**config.mk**
```make
export PLATFORM = sky130hd
export DESIGN_NAME = stall_tracker
export DESIGN_NICKNAME = d
export VERILOG_FILES = /design/src/rtl/stall_pkg.sv /design/src/rtl/stall_hazard.sv /design/src/rtl/stall_group.sv /design/src/rtl/stall_sat_ctr.sv /design/src/rtl/stall_tracker.sv
export SDC_FILE = /design/constraint.sdc
export NUM_CORES = 1
export LEC_CHECK = 0
export ABC_CLOCK_PERIOD_IN_PS = 7650
export BUFFER_PORTS_ARGS = -buffer_cell sky130_fd_sc_hd__buf_2
export CAP_MARGIN = 15
export CORE_UTILIZATION = 58
export CTS_CLUSTER_DIAMETER = 200
export DETAILED_ROUTE_END_ITERATION = 8
export GPL_TIMING_DRIVEN = 0
export PLACE_DENSITY = 0.82
export SYNTH_ARGS = -nofsm -noshare
export SYNTH_HDL_FRONTEND = slang
export SYNTH_SLANG_ARGS = --single-unit
```
**constraint.sdc**
```tcl
create_clock -name clk_i -period 7.65 [get_ports clk_i]
set_clock_uncertainty 0.15 [all_clocks]
set_input_delay 0.765 -clock clk_i [delete_from_list [all_inputs] [get_ports clk_i]]
set_output_delay 0.765 -clock clk_i [all_outputs]
set_load 0.05 [all_outputs]
```
**src/rtl/stall_pkg.sv**
```systemverilog
package stall_pkg;
  localparam int STALL_PEN = 2;
  localparam int N_CNT     = 5;

  typedef enum logic [2:0] {
    CNT_CYC = 3'd0,
    CNT_LDS = 3'd1,
    CNT_BRS = 3'd2,
    CNT_TKN = 3'd3,
    CNT_UNT = 3'd4
  } cnt_idx_e;
endpackage

```
**src/rtl/stall_hazard.sv**
```systemverilog
module stall_hazard #(
  parameter int REG_W = 4
) (
  input  logic             clk_i,
  input  logic             rst_ni,
  input  logic             valid_i,
  input  logic             first_i,
  input  logic [REG_W-1:0] src_a_i,
  input  logic             src_a_vld_i,
  input  logic [REG_W-1:0] src_b_i,
  input  logic             src_b_vld_i,
  input  logic             one_src_i,
  input  logic             is_load_i,
  input  logic [REG_W-1:0] load_dst_i,
  output logic [1:0]       hit_cnt_o
);
  localparam int NREG = 1 << REG_W;

  logic [NREG-1:0] pend_q, act_q, pend_d, dst_oh;
  logic            hit_a, hit_b;

  always_comb begin
    dst_oh = '0;
    if (is_load_i) dst_oh[load_dst_i] = 1'b1;
    pend_d = (first_i ? '0 : pend_q) | dst_oh;
  end

  assign hit_a     = src_a_vld_i & act_q[src_a_i];
  assign hit_b     = src_b_vld_i & ~one_src_i & act_q[src_b_i];
  assign hit_cnt_o = {1'b0, hit_a} + {1'b0, hit_b};

  // active mask follows pending after every instruction
  always_ff @(posedge clk_i or negedge rst_ni) begin
    if (!rst_ni) begin
      pend_q <= '0;
      act_q  <= '0;
    end else if (valid_i) begin
      pend_q <= pend_d;
      act_q  <= pend_d;
    end
  end
endmodule

```
**src/rtl/stall_group.sv**
```systemverilog
module stall_group #(
  parameter int TOT_W = 10
) (
  input  logic             clk_i,
  input  logic             rst_ni,
  input  logic             valid_i,
  input  logic             first_i,
  input  logic             last_i,
  input  logic [TOT_W-1:0] cost_i,
  output logic [TOT_W-1:0] grp_max_o,
  output logic             grp_valid_o,
  output logic [TOT_W-1:0] grp_cycles_o
);
  logic [TOT_W-1:0] held_q, held_base;

  always_comb begin
    held_base = first_i ? '0 : held_q;
    grp_max_o = (held_base > cost_i) ? held_base : cost_i;
  end

  always_ff @(posedge clk_i or negedge rst_ni) begin
    if (!rst_ni) begin
      held_q       <= '0;
      grp_valid_o  <= 1'b0;
      grp_cycles_o <= '0;
    end else begin
      grp_valid_o <= valid_i & last_i;
      if (valid_i) begin
        if (last_i) grp_cycles_o <= grp_max_o;
        else        held_q       <= grp_max_o;
      end
    end
  end
endmodule

```
**src/rtl/stall_sat_ctr.sv**
```systemverilog
module stall_sat_ctr #(
  parameter int CNT_W = 32,
  parameter int INC_W = 10
) (
  input  logic             clk_i,
  input  logic             rst_ni,
  input  logic             clr_i,
  input  logic             en_i,
  input  logic [INC_W-1:0] inc_i,
  output logic [CNT_W-1:0] cnt_o
);
  localparam int SUM_W = ((CNT_W > INC_W) ? CNT_W : INC_W) + 1;
  localparam logic [SUM_W-1:0] MAX_S = SUM_W'({CNT_W{1'b1}});

  logic [SUM_W-1:0] sum;

  assign sum = SUM_W'(cnt_o) + SUM_W'(inc_i);

  always_ff @(posedge clk_i or negedge rst_ni) begin
    if (!rst_ni)    cnt_o <= '0;
    else if (clr_i) cnt_o <= '0;
    else if (en_i)  cnt_o <= (sum > MAX_S) ? {CNT_W{1'b1}} : sum[CNT_W-1:0];
  end
endmodule

```
**src/rtl/stall_tracker.sv**
```systemverilog
module stall_tracker
  import stall_pkg::*;
#(
  parameter int REG_W  = 4,
  parameter int BASE_W = 8,
  parameter int CNT_W  = 32
) (
  input  logic              clk_i,
  input  logic              rst_ni,
  input  logic              clear_i,
  input  logic              valid_i,
  input  logic              first_i,
  input  logic              last_i,
  input  logic [REG_W-1:0]  src_a_i,
  input  logic              src_a_vld_i,
  input  logic [REG_W-1:0]  src_b_i,
  input  logic              src_b_vld_i,
  input  logic              is_load_i,
  input  logic [REG_W-1:0]  load_dst_i,
  input  logic              is_branch_i,
  input  logic              taken_i,
  input  logic [BASE_W-1:0] base_cyc_i,
  output logic              grp_valid_o,
  output logic [BASE_W+1:0] grp_cycles_o,
  output logic [CNT_W-1:0]  cycles_o,
  output logic [CNT_W-1:0]  load_stall_o,
  output logic [CNT_W-1:0]  branch_stall_o,
  output logic [CNT_W-1:0]  taken_o,
  output logic [CNT_W-1:0]  untaken_o
);
  localparam int TOT_W = BASE_W + 2;

  logic [1:0]       hit_cnt;
  logic [TOT_W-1:0] ld_stall, br_stall, cost, grp_max;
  logic             br_taken, br_untaken;

  logic [N_CNT-1:0]            cnt_en;
  logic [N_CNT-1:0][TOT_W-1:0] cnt_inc;
  logic [N_CNT-1:0][CNT_W-1:0] cnt_val;

  stall_hazard #(.REG_W(REG_W)) u_hazard (
    .clk_i      (clk_i),
    .rst_ni     (rst_ni),
    .valid_i    (valid_i),
    .first_i    (first_i),
    .src_a_i    (src_a_i),
    .src_a_vld_i(src_a_vld_i),
    .src_b_i    (src_b_i),
    .src_b_vld_i(src_b_vld_i),
    .one_src_i  (is_load_i | is_branch_i),
    .is_load_i  (is_load_i),
    .load_dst_i (load_dst_i),
    .hit_cnt_o  (hit_cnt)
  );

  assign br_taken   = is_branch_i & taken_i;
  assign br_untaken = is_branch_i & ~taken_i;
  assign ld_stall   = TOT_W'(hit_cnt) * TOT_W'(STALL_PEN);
  assign br_stall   = br_taken ? TOT_W'(STALL_PEN) : '0;
  assign cost       = TOT_W'(base_cyc_i) + ld_stall + br_stall;

  stall_group #(.TOT_W(TOT_W)) u_group (
    .clk_i       (clk_i),
    .rst_ni      (rst_ni),
    .valid_i     (valid_i),
    .first_i     (first_i),
    .last_i      (last_i),
    .cost_i      (cost),
    .grp_max_o   (grp_max),
    .grp_valid_o (grp_valid_o),
    .grp_cycles_o(grp_cycles_o)
  );

  always_comb begin
    cnt_en           = '0;
    cnt_inc          = '0;
    cnt_en[CNT_CYC]  = valid_i & last_i;
    cnt_inc[CNT_CYC] = grp_max;
    cnt_en[CNT_LDS]  = valid_i;
    cnt_inc[CNT_LDS] = ld_stall;
    cnt_en[CNT_BRS]  = valid_i;
    cnt_inc[CNT_BRS] = br_stall;
    cnt_en[CNT_TKN]  = valid_i & br_taken;
    cnt_inc[CNT_TKN] = TOT_W'(1);
    cnt_en[CNT_UNT]  = valid_i & br_untaken;
    cnt_inc[CNT_UNT] = TOT_W'(1);
  end

  for (genvar g = 0; g < N_CNT; g++) begin : g_cnt
    stall_sat_ctr #(.CNT_W(CNT_W), .INC_W(TOT_W)) u_ctr (
      .clk_i (clk_i),
      .rst_ni(rst_ni),
      .clr_i (clear_i),
      .en_i  (cnt_en[g]),
      .inc_i (cnt_inc[g]),
      .cnt_o (cnt_val[g])
    );
  end

  assign cycles_o       = cnt_val[CNT_CYC];
  assign load_stall_o   = cnt_val[CNT_LDS];
  assign branch_stall_o = cnt_val[CNT_BRS];
  assign taken_o        = cnt_val[CNT_TKN];
  assign untaken_o      = cnt_val[CNT_UNT];
endmodule

```
==> flow_summary.toml, run 1 <==
[worst_setup_path]
worst-path-max-fanout = 15
required_ns = 7.85
timing_worst_setup_path_type = "input port to flop"
critical_path.endpoint_type = "flop"
timing.critical_path.from_type = "input port"
worstPathArrival_ns = 7.47
worstRegToRegCells = 27

[floorplan]
total_core_area_um2 = 21100
number_of_i_o_pins = 202
fp.dieW_um = 149
die-height_um = 149
start_util_pct = 59.5
design.die.area_um2 = 22200
placement_rows = 53

[synth]
async_set_or_reset_register_ratio_after_synthesis_pct = 100
netlist-cell-type-count = 68
synth-edff-count = 0
yosysSeqAreaShare_pct = 39.3
synth.ff_latch_count = 197
syn_area_um2 = 12500
synthesis.area_per_instance_um2 = 8.68
ys_warn_count = 0
synthesis.nets = 1511
synthesis.instances = 1445
synth_flop_cell = "sky130_fd_sc_hd__dfrtp_1"

[global_route]
grt_antenna_before_repair = 0
grt_max_degree = 118
globalRouteMet1Util_pct = 49.3
grt_pass1_wl_um = 60500
vias_in_the_first_global_route = 11400
groute.layer.met2.usage_pct = 52.3
highest_utilization_routing_layer_at_the_global_route_stage = "met2"
globalRouteMet3Util_pct = 7.80
globalRoute.totalOverflow = 0
grt.total_usage_pct = 35.0

[clock_tree]
ctsRootBufferMaster = "sky130_fd_sc_hd__clkbuf_16"
clk_path_buf_depth = 2
h-tree-depth = 4
clock_sinks = 197
clock_latency_ns = 0.44
cts_tree = "done"
clk_pin_slew_worst_paths_ns = 0.08
cts_buffers = 17
cts_hold_repair.buffers = 0

[sta]
tightestPinTransition_ns = 1.09
worst_slew_margin_rel_pct = 26.5
finalMaxSlewViolations = 0
final_hold_viol_count = 0
setup-tns-final_ns = 0
final-setup-viol-count = 0
layout_min_cycle_time_ns = 7.27
rsz0062_at_grt = "no"
final_min_period_over_clock_period_pct = 95.1
finalHoldWorstSlack_ns = 0.220
clock.fmax_ghz = 0.137

[detailed_routing]
drc_markers = 0
routed_via_density = 6.53
vias = 12700
routed_wirelength_um = 38600
drtAntennaViolNets = 0
drt_iter0_markers = 1344
wire_per_inst_um = 19.8
drt_pass1_iterations = 8

[cells_and_area]
antenna_cells = 0
fin_util_pct = 68.8
post_route_cells_drive_above_1_share_pct = 17.0
area_growth_syn_to_layout_pct = 15.6
fillCellCount = 1728
nNetsFinal = 1729

[pwr]
power_density_nw_per_um2 = 160
max-vdd-ir-drop_v = 0.000154
total_leakage_power_nw = 6.52
power_mw = 2.32

[flow_run]
drv.max_cap_violation_count = 0

[place]
routabilityCongestion = 0.958
dp_hpwl_um = 27900
io_buffer_count = 197

[hold_path]
hold_class = "input port to async pin"

[outcome]
run_status = "completed"
## logic make-up (layout without fill, tap and decap cells)
logic type / count (synthesis) / after routing / synth area share [%]
mux: 47 / 47 / 4.81
fa+ha+maj: 35 / 35 / 3.67
flops: 197 / 197 / 39.3
buf+inv: 124 / 355 / 3.88
xor+xnor: 30 / 30 / 2.09
simple gates: 656 / 656 / 26.4
compound gates: 356 / 356 / 19.9
## where the power goes
group          switching [mW]  total (mW)  internal [mW]
combinational           0.230       0.333          0.103
clock                   0.438       0.897          0.459
sequential             0.0228        1.09           1.07
total                   0.691        2.32           1.63
## cells in the mapped netlist, types with 22 or more instances
cell                       count  area share [%]
sky130_fd_sc_hd__a211oi_1     78             4.7
sky130_fd_sc_hd__a21oi_1      69             2.8
sky130_fd_sc_hd__a311oi_1     33             2.3
sky130_fd_sc_hd__and3_1       43             2.1
sky130_fd_sc_hd__and4_1       22             1.5
sky130_fd_sc_hd__clkbuf_1     65             1.9
sky130_fd_sc_hd__dfrtp_1     197              39
sky130_fd_sc_hd__ha_1         32             3.2
sky130_fd_sc_hd__inv_1        36             1.1
sky130_fd_sc_hd__mux2i_1      31             2.5
sky130_fd_sc_hd__nand2_1     134             4.0
sky130_fd_sc_hd__nand3_1      90             3.6
sky130_fd_sc_hd__nand4_1      36             1.8
sky130_fd_sc_hd__nor2_1      172             5.1
sky130_fd_sc_hd__nor3_1       50             2.0
sky130_fd_sc_hd__o21ai_0      52             2.1
## per-stage QoR
step | cell area, µm² | instances | setup slack [ns]
4_1_cts | 14500 | 1950 | 0.0639
5_1_grt | 14500 | 1951 | 0.0267
2_1_floorplan | 12500 | 1445 | 0.245
6_report | 14500 | 1951 | 0.376
3_5_place_dp | 13900 | 1919 | -0.950
3_3_place_gp | 13900 | 1917 | -0.823
## sequential cells by signal, summed over array words and instances (netlist names)
register	count
u_group.held_q	10
u_group.grp_valid_o	1
u_group.grp_cycles_o	10
u_hazard.act_q	16
g_cnt.u_ctr.cnt_o	160
## routing by layer
| metal | share of wire (%) | routed length [µm] | vias up |
|---|---|---|---|
| met3 | 9.9 | 3810 | 101 |
| li1 | - | - | 5873 |
| met5 | 0 | 0 | - |
| met4 | 3.3 | 1290 | 0 |
| met1 | 42 | 16300 | 6088 |
| met2 | 45 | 17200 | 682 |
## placed cells by master, fill, tap and decap left out, drive strengths merged, types with 11 or more instances in the layout
| cell type | synthesis | final |
|---|---|---|
| xor2 | 15 | 15 |
| a211oi | 78 | 78 |
| nor2b | 11 | 11 |
| mux2i | 31 | 31 |
| clkbuf | 69 | 86 |
| and2 | 19 | 19 |
| xnor2 | 15 | 15 |
| a311oi | 33 | 33 |
| a31oi | 21 | 21 |
| and3 | 43 | 43 |
| buf | 19 | 219 |
| nand3 | 90 | 90 |
| ha | 32 | 32 |
| nand2b | 20 | 20 |
| inv | 36 | 44 |
| o21ai | 58 | 58 |
| nand2 | 135 | 135 |
| nor2 | 173 | 173 |
| nand4 | 36 | 36 |
| nor3 | 53 | 53 |
| a21oi | 69 | 69 |
| and4 | 22 | 22 |
| nor4 | 19 | 19 |
| dfrtp | 197 | 197 |
## worst paths after layout
kind | startpoint | to | slack [ns]
hold reg to reg | u_group.held_q[8] | u_group.held_q[8] | 0.34
setup reg to reg | u_hazard.act_q[7] | g_cnt[0].u_ctr.cnt_o[23] | 0.49
min in group clk_i | u_group.held_q[8] | u_group.held_q[8] | 0.34
setup / recovery | src_b_i[0] | g_cnt[0].u_ctr.cnt_o[23] | 0.38
max in group asynchronous | rst_ni | g_cnt[4].u_ctr.cnt_o[14] | 6.18
hold / removal | rst_ni | u_hazard.act_q[11] | 0.22
## cell type report
type	instances	area (µm²)	share of cell area, %
Multi-Input combinational cell	1124	7150	49.2
Sequential cell	197	4930	34.0
Timing Repair Buffer	200	1040	7.16
Clock buffer	18	429	2.96
Buffer	87	348	2.40
Tap cell	275	344	2.37
Clock inverter	14	139	0.957
Inverter	36	135	0.931
## worst max-delay path: stages
cell                       delay (ns)
sky130_fd_sc_hd__buf_2           0.15
sky130_fd_sc_hd__mux4_2          0.51
sky130_fd_sc_hd__mux4_2          0.47
sky130_fd_sc_hd__and3_1          0.21
sky130_fd_sc_hd__ha_1            0.33
sky130_fd_sc_hd__inv_1           0.08
sky130_fd_sc_hd__fa_1            0.15
sky130_fd_sc_hd__inv_1           0.04
sky130_fd_sc_hd__ha_1            0.20
sky130_fd_sc_hd__fa_1            0.41
sky130_fd_sc_hd__and3_1          0.19
sky130_fd_sc_hd__xnor2_1         0.25
sky130_fd_sc_hd__ha_1            0.30
sky130_fd_sc_hd__o21a_1          0.11
sky130_fd_sc_hd__o21ai_0         0.18
sky130_fd_sc_hd__a21oi_1         0.10
sky130_fd_sc_hd__o21ai_4         0.17
sky130_fd_sc_hd__buf_4           0.24
sky130_fd_sc_hd__mux2i_1         0.34
sky130_fd_sc_hd__ha_1            0.34
sky130_fd_sc_hd__o21a_1          0.19
sky130_fd_sc_hd__o21ai_0         0.26
sky130_fd_sc_hd__a21oi_1         0.12
sky130_fd_sc_hd__a21boi_0        0.43
sky130_fd_sc_hd__nor3_1          0.15
sky130_fd_sc_hd__clkbuf_1        0.26
sky130_fd_sc_hd__a31o_2          0.30
sky130_fd_sc_hd__a211oi_1        0.23
## what timing repair did
action	in CTS	in global routing
endpoints found under the setup margin	31	21
pin swaps	0	1
gates resized for setup	2	1
buffers inserted	0	1
Note: power is estimated with default switching activity, not from simulation.
==> inputs of run 2 (changes only) <==
--- a/config.mk
+++ b/config.mk
@@ -13,6 +13,7 @@
 export DETAILED_ROUTE_END_ITERATION = 8
 export GPL_TIMING_DRIVEN = 0
 export PLACE_DENSITY = 0.82
+export REMOVE_ABC_BUFFERS = 1
 export SYNTH_ARGS = -nofsm -noshare
 export SYNTH_HDL_FRONTEND = slang
 export SYNTH_SLANG_ARGS = --single-unit
==> flow_summary.toml, run 2 (synthesized netlist as in run 1, its figures left out) <==
[cells_and_area]
fillCellCount = 1717
finalInstanceArea_um2 = 14300
post_route_cells_drive_above_1_share_pct = 17.9
largest_registers = "g_cnt.u_ctr.cnt_o (160), u_hazard.act_q (16)"
layout.cells.most_common_list = "200 x sky130_fd_sc_hd__buf_2, 197 x sky130_fd_sc_hd__dfrtp_1, 171 x sky130_fd_sc_hd__nor2_1"
largest_register_ffs = 160
largest_register = "g_cnt.u_ctr.cnt_o"
final_common_cell = "sky130_fd_sc_hd__buf_2"
multiInputGateArea_um2 = 7180
nNetsFinal = 1655
sequential_cell_area_um2 = 4930
area_growth_syn_to_layout_pct = 14.3
fin_util_pct = 68.0
fin_cells = 1878

[worst_setup_path]
cp_slowest_cell = "sky130_fd_sc_hd__mux4_2"
worstRegToRegCells = 28
r2r-end = "g_cnt[0].u_ctr.cnt_o[26]"
source_of_the_worst_register_to_register_timing_path = "u_hazard.act_q[4]"
worst-path-max-fanout = 10
timing_worst_setup_path_type = "input port to flop"
critical-path-max-stage-delay_ns = 0.52
required_ns = 7.82
crit_start = "src_b_i[0]"
worst_path_dominant_cell_family = "adder cells"
critical_path.endpoint_type = "flop"
worstPathArrival_ns = 7.46
timing.critical_path.buf_inv = 3
timing.reg2reg.setup_slack_ns = 0.51
timing.critical_path.from_type = "input port"
cpMostUsedCell = "sky130_fd_sc_hd__ha_1"

[clock_tree]
clock_sinks = 197
cts_buffers = 17
cts_tree = "done"
cts_hold_repair.buffers = 0
clk_path_buf_depth = 2
clk_pin_slew_worst_paths_ns = 0.09
h-tree-depth = 4
clock_latency_ns = 0.45
ctsRootBufferMaster = "sky130_fd_sc_hd__clkbuf_16"

[detailed_routing]
routed_wirelength_um = 34300
drtAntennaViolNets = 0
wire_per_inst_um = 18.3
drt_iter0_markers = 948
routed_via_density = 6.44
drt_pass1_iterations = 5
vias = 12100
drc_markers = 0

[global_route]
grt_antenna_before_repair = 1
vias_in_the_first_global_route = 10800
grt_pass1_wl_um = 55400
grt.total_usage_pct = 30.9
grt_max_degree = 109
globalRoute.totalOverflow = 0

[sta]
worst_slew_margin_rel_pct = 22.4
final_hold_viol_count = 0
final-setup-viol-count = 0
setup-tns-final_ns = 0
finalHoldWorstSlack_ns = 0.168
final_min_period_over_clock_period_pct = 95.3
worst_slack_ns = 0.361
tightestPinTransition_ns = 1.15
clock.fmax_ghz = 0.137
finalMaxSlewViolations = 0
layout_min_cycle_time_ns = 7.29

[pwr]
power_density_nw_per_um2 = 160
total_leakage_power_nw = 6.45
power_mw = 2.30
max-vdd-ir-drop_v = 0.000141

[floorplan]
fp.dieW_um = 149
die-height_um = 149
placement_rows = 53
design.die.area_um2 = 22200
number_of_i_o_pins = 202
start_util_pct = 59.5
total_core_area_um2 = 21100

[place]
post-place-ws_ns = -1.11
dpl_cell_area_um2 = 13700
io_buffer_count = 201
dpl.cell_count = 1841
dp_hpwl_um = 23700
routabilityCongestion = 0.925

[flow_run]
drv.max_cap_violation_count = 0

[outcome]
run_status = "completed"

[hold_path]
hold_class = "input port to async pin"
==> run 2: layer usage <==
metal	part of all wire (%)	GRT usage [%]
met5	0	0
met4	2.1	9.95
met3	6.3	4.89
met2	47	48.2
met1	44	44.1
==> run 2: timing repair <==
item / 4_1_cts / 5_1_grt
setup buffers: 0 / 3
pin swaps: 0 / 1
setup endpoints to repair: 32 / 32
resized for setup: 3 / 5
==> run 2: how the worst max path moves through the flow <==
stage | cells after the start | to | slack [ns]
after floorplan | 27 | g_cnt[0].u_ctr.cnt_o[20] | 0.29
after global placement | 26 | g_cnt[0].u_ctr.cnt_o[18] | -1.24
after detailed placement | 27 | g_cnt[0].u_ctr.cnt_o[21] | -1.11
after CTS | 28 | g_cnt[0].u_ctr.cnt_o[18] | 0.03
after global routing | 28 | g_cnt[0].u_ctr.cnt_o[18] | -0.02
final | 29 | g_cnt[0].u_ctr.cnt_o[26] | 0.36
==> run 2: power breakdown <==
| part | internal [mW] | switching [mW] | leakage [nW] |
|---|---|---|---|
| combinational | 0.105 | 0.217 | 3.48 |
| sequential | 1.07 | 0.0228 | 2.70 |
| clock | 0.432 | 0.451 | 0.267 |
| total | 1.61 | 0.691 | 6.45 |
==> run 2: worst reg2reg max path, delay by kind of cell, from the launching register on <==
kind                     cells  cell delay (ns)
adder cells (fa/ha/maj)      7             2.09
XOR/XNOR                     1             0.16
AO/OA/AOI/OAI                6             1.36
flip-flops                   1             0.41
AND/OR/NAND/NOR              9             1.60
multiplexers                 3             1.08
buffers and inverters        2             0.17
==> run 2: final cells by class <==
class                           count  share of cell area [%]
Clock buffer                       17                    2.96
Clock inverter                     15                   0.977
Timing Repair Buffer              213                    8.29
Antenna cell                        1                  0.0174
Inverter                           36                   0.942
Multi-Input combinational cell   1124                    50.1
Sequential cell                   197                    34.4
Tap cell                          275                    2.40
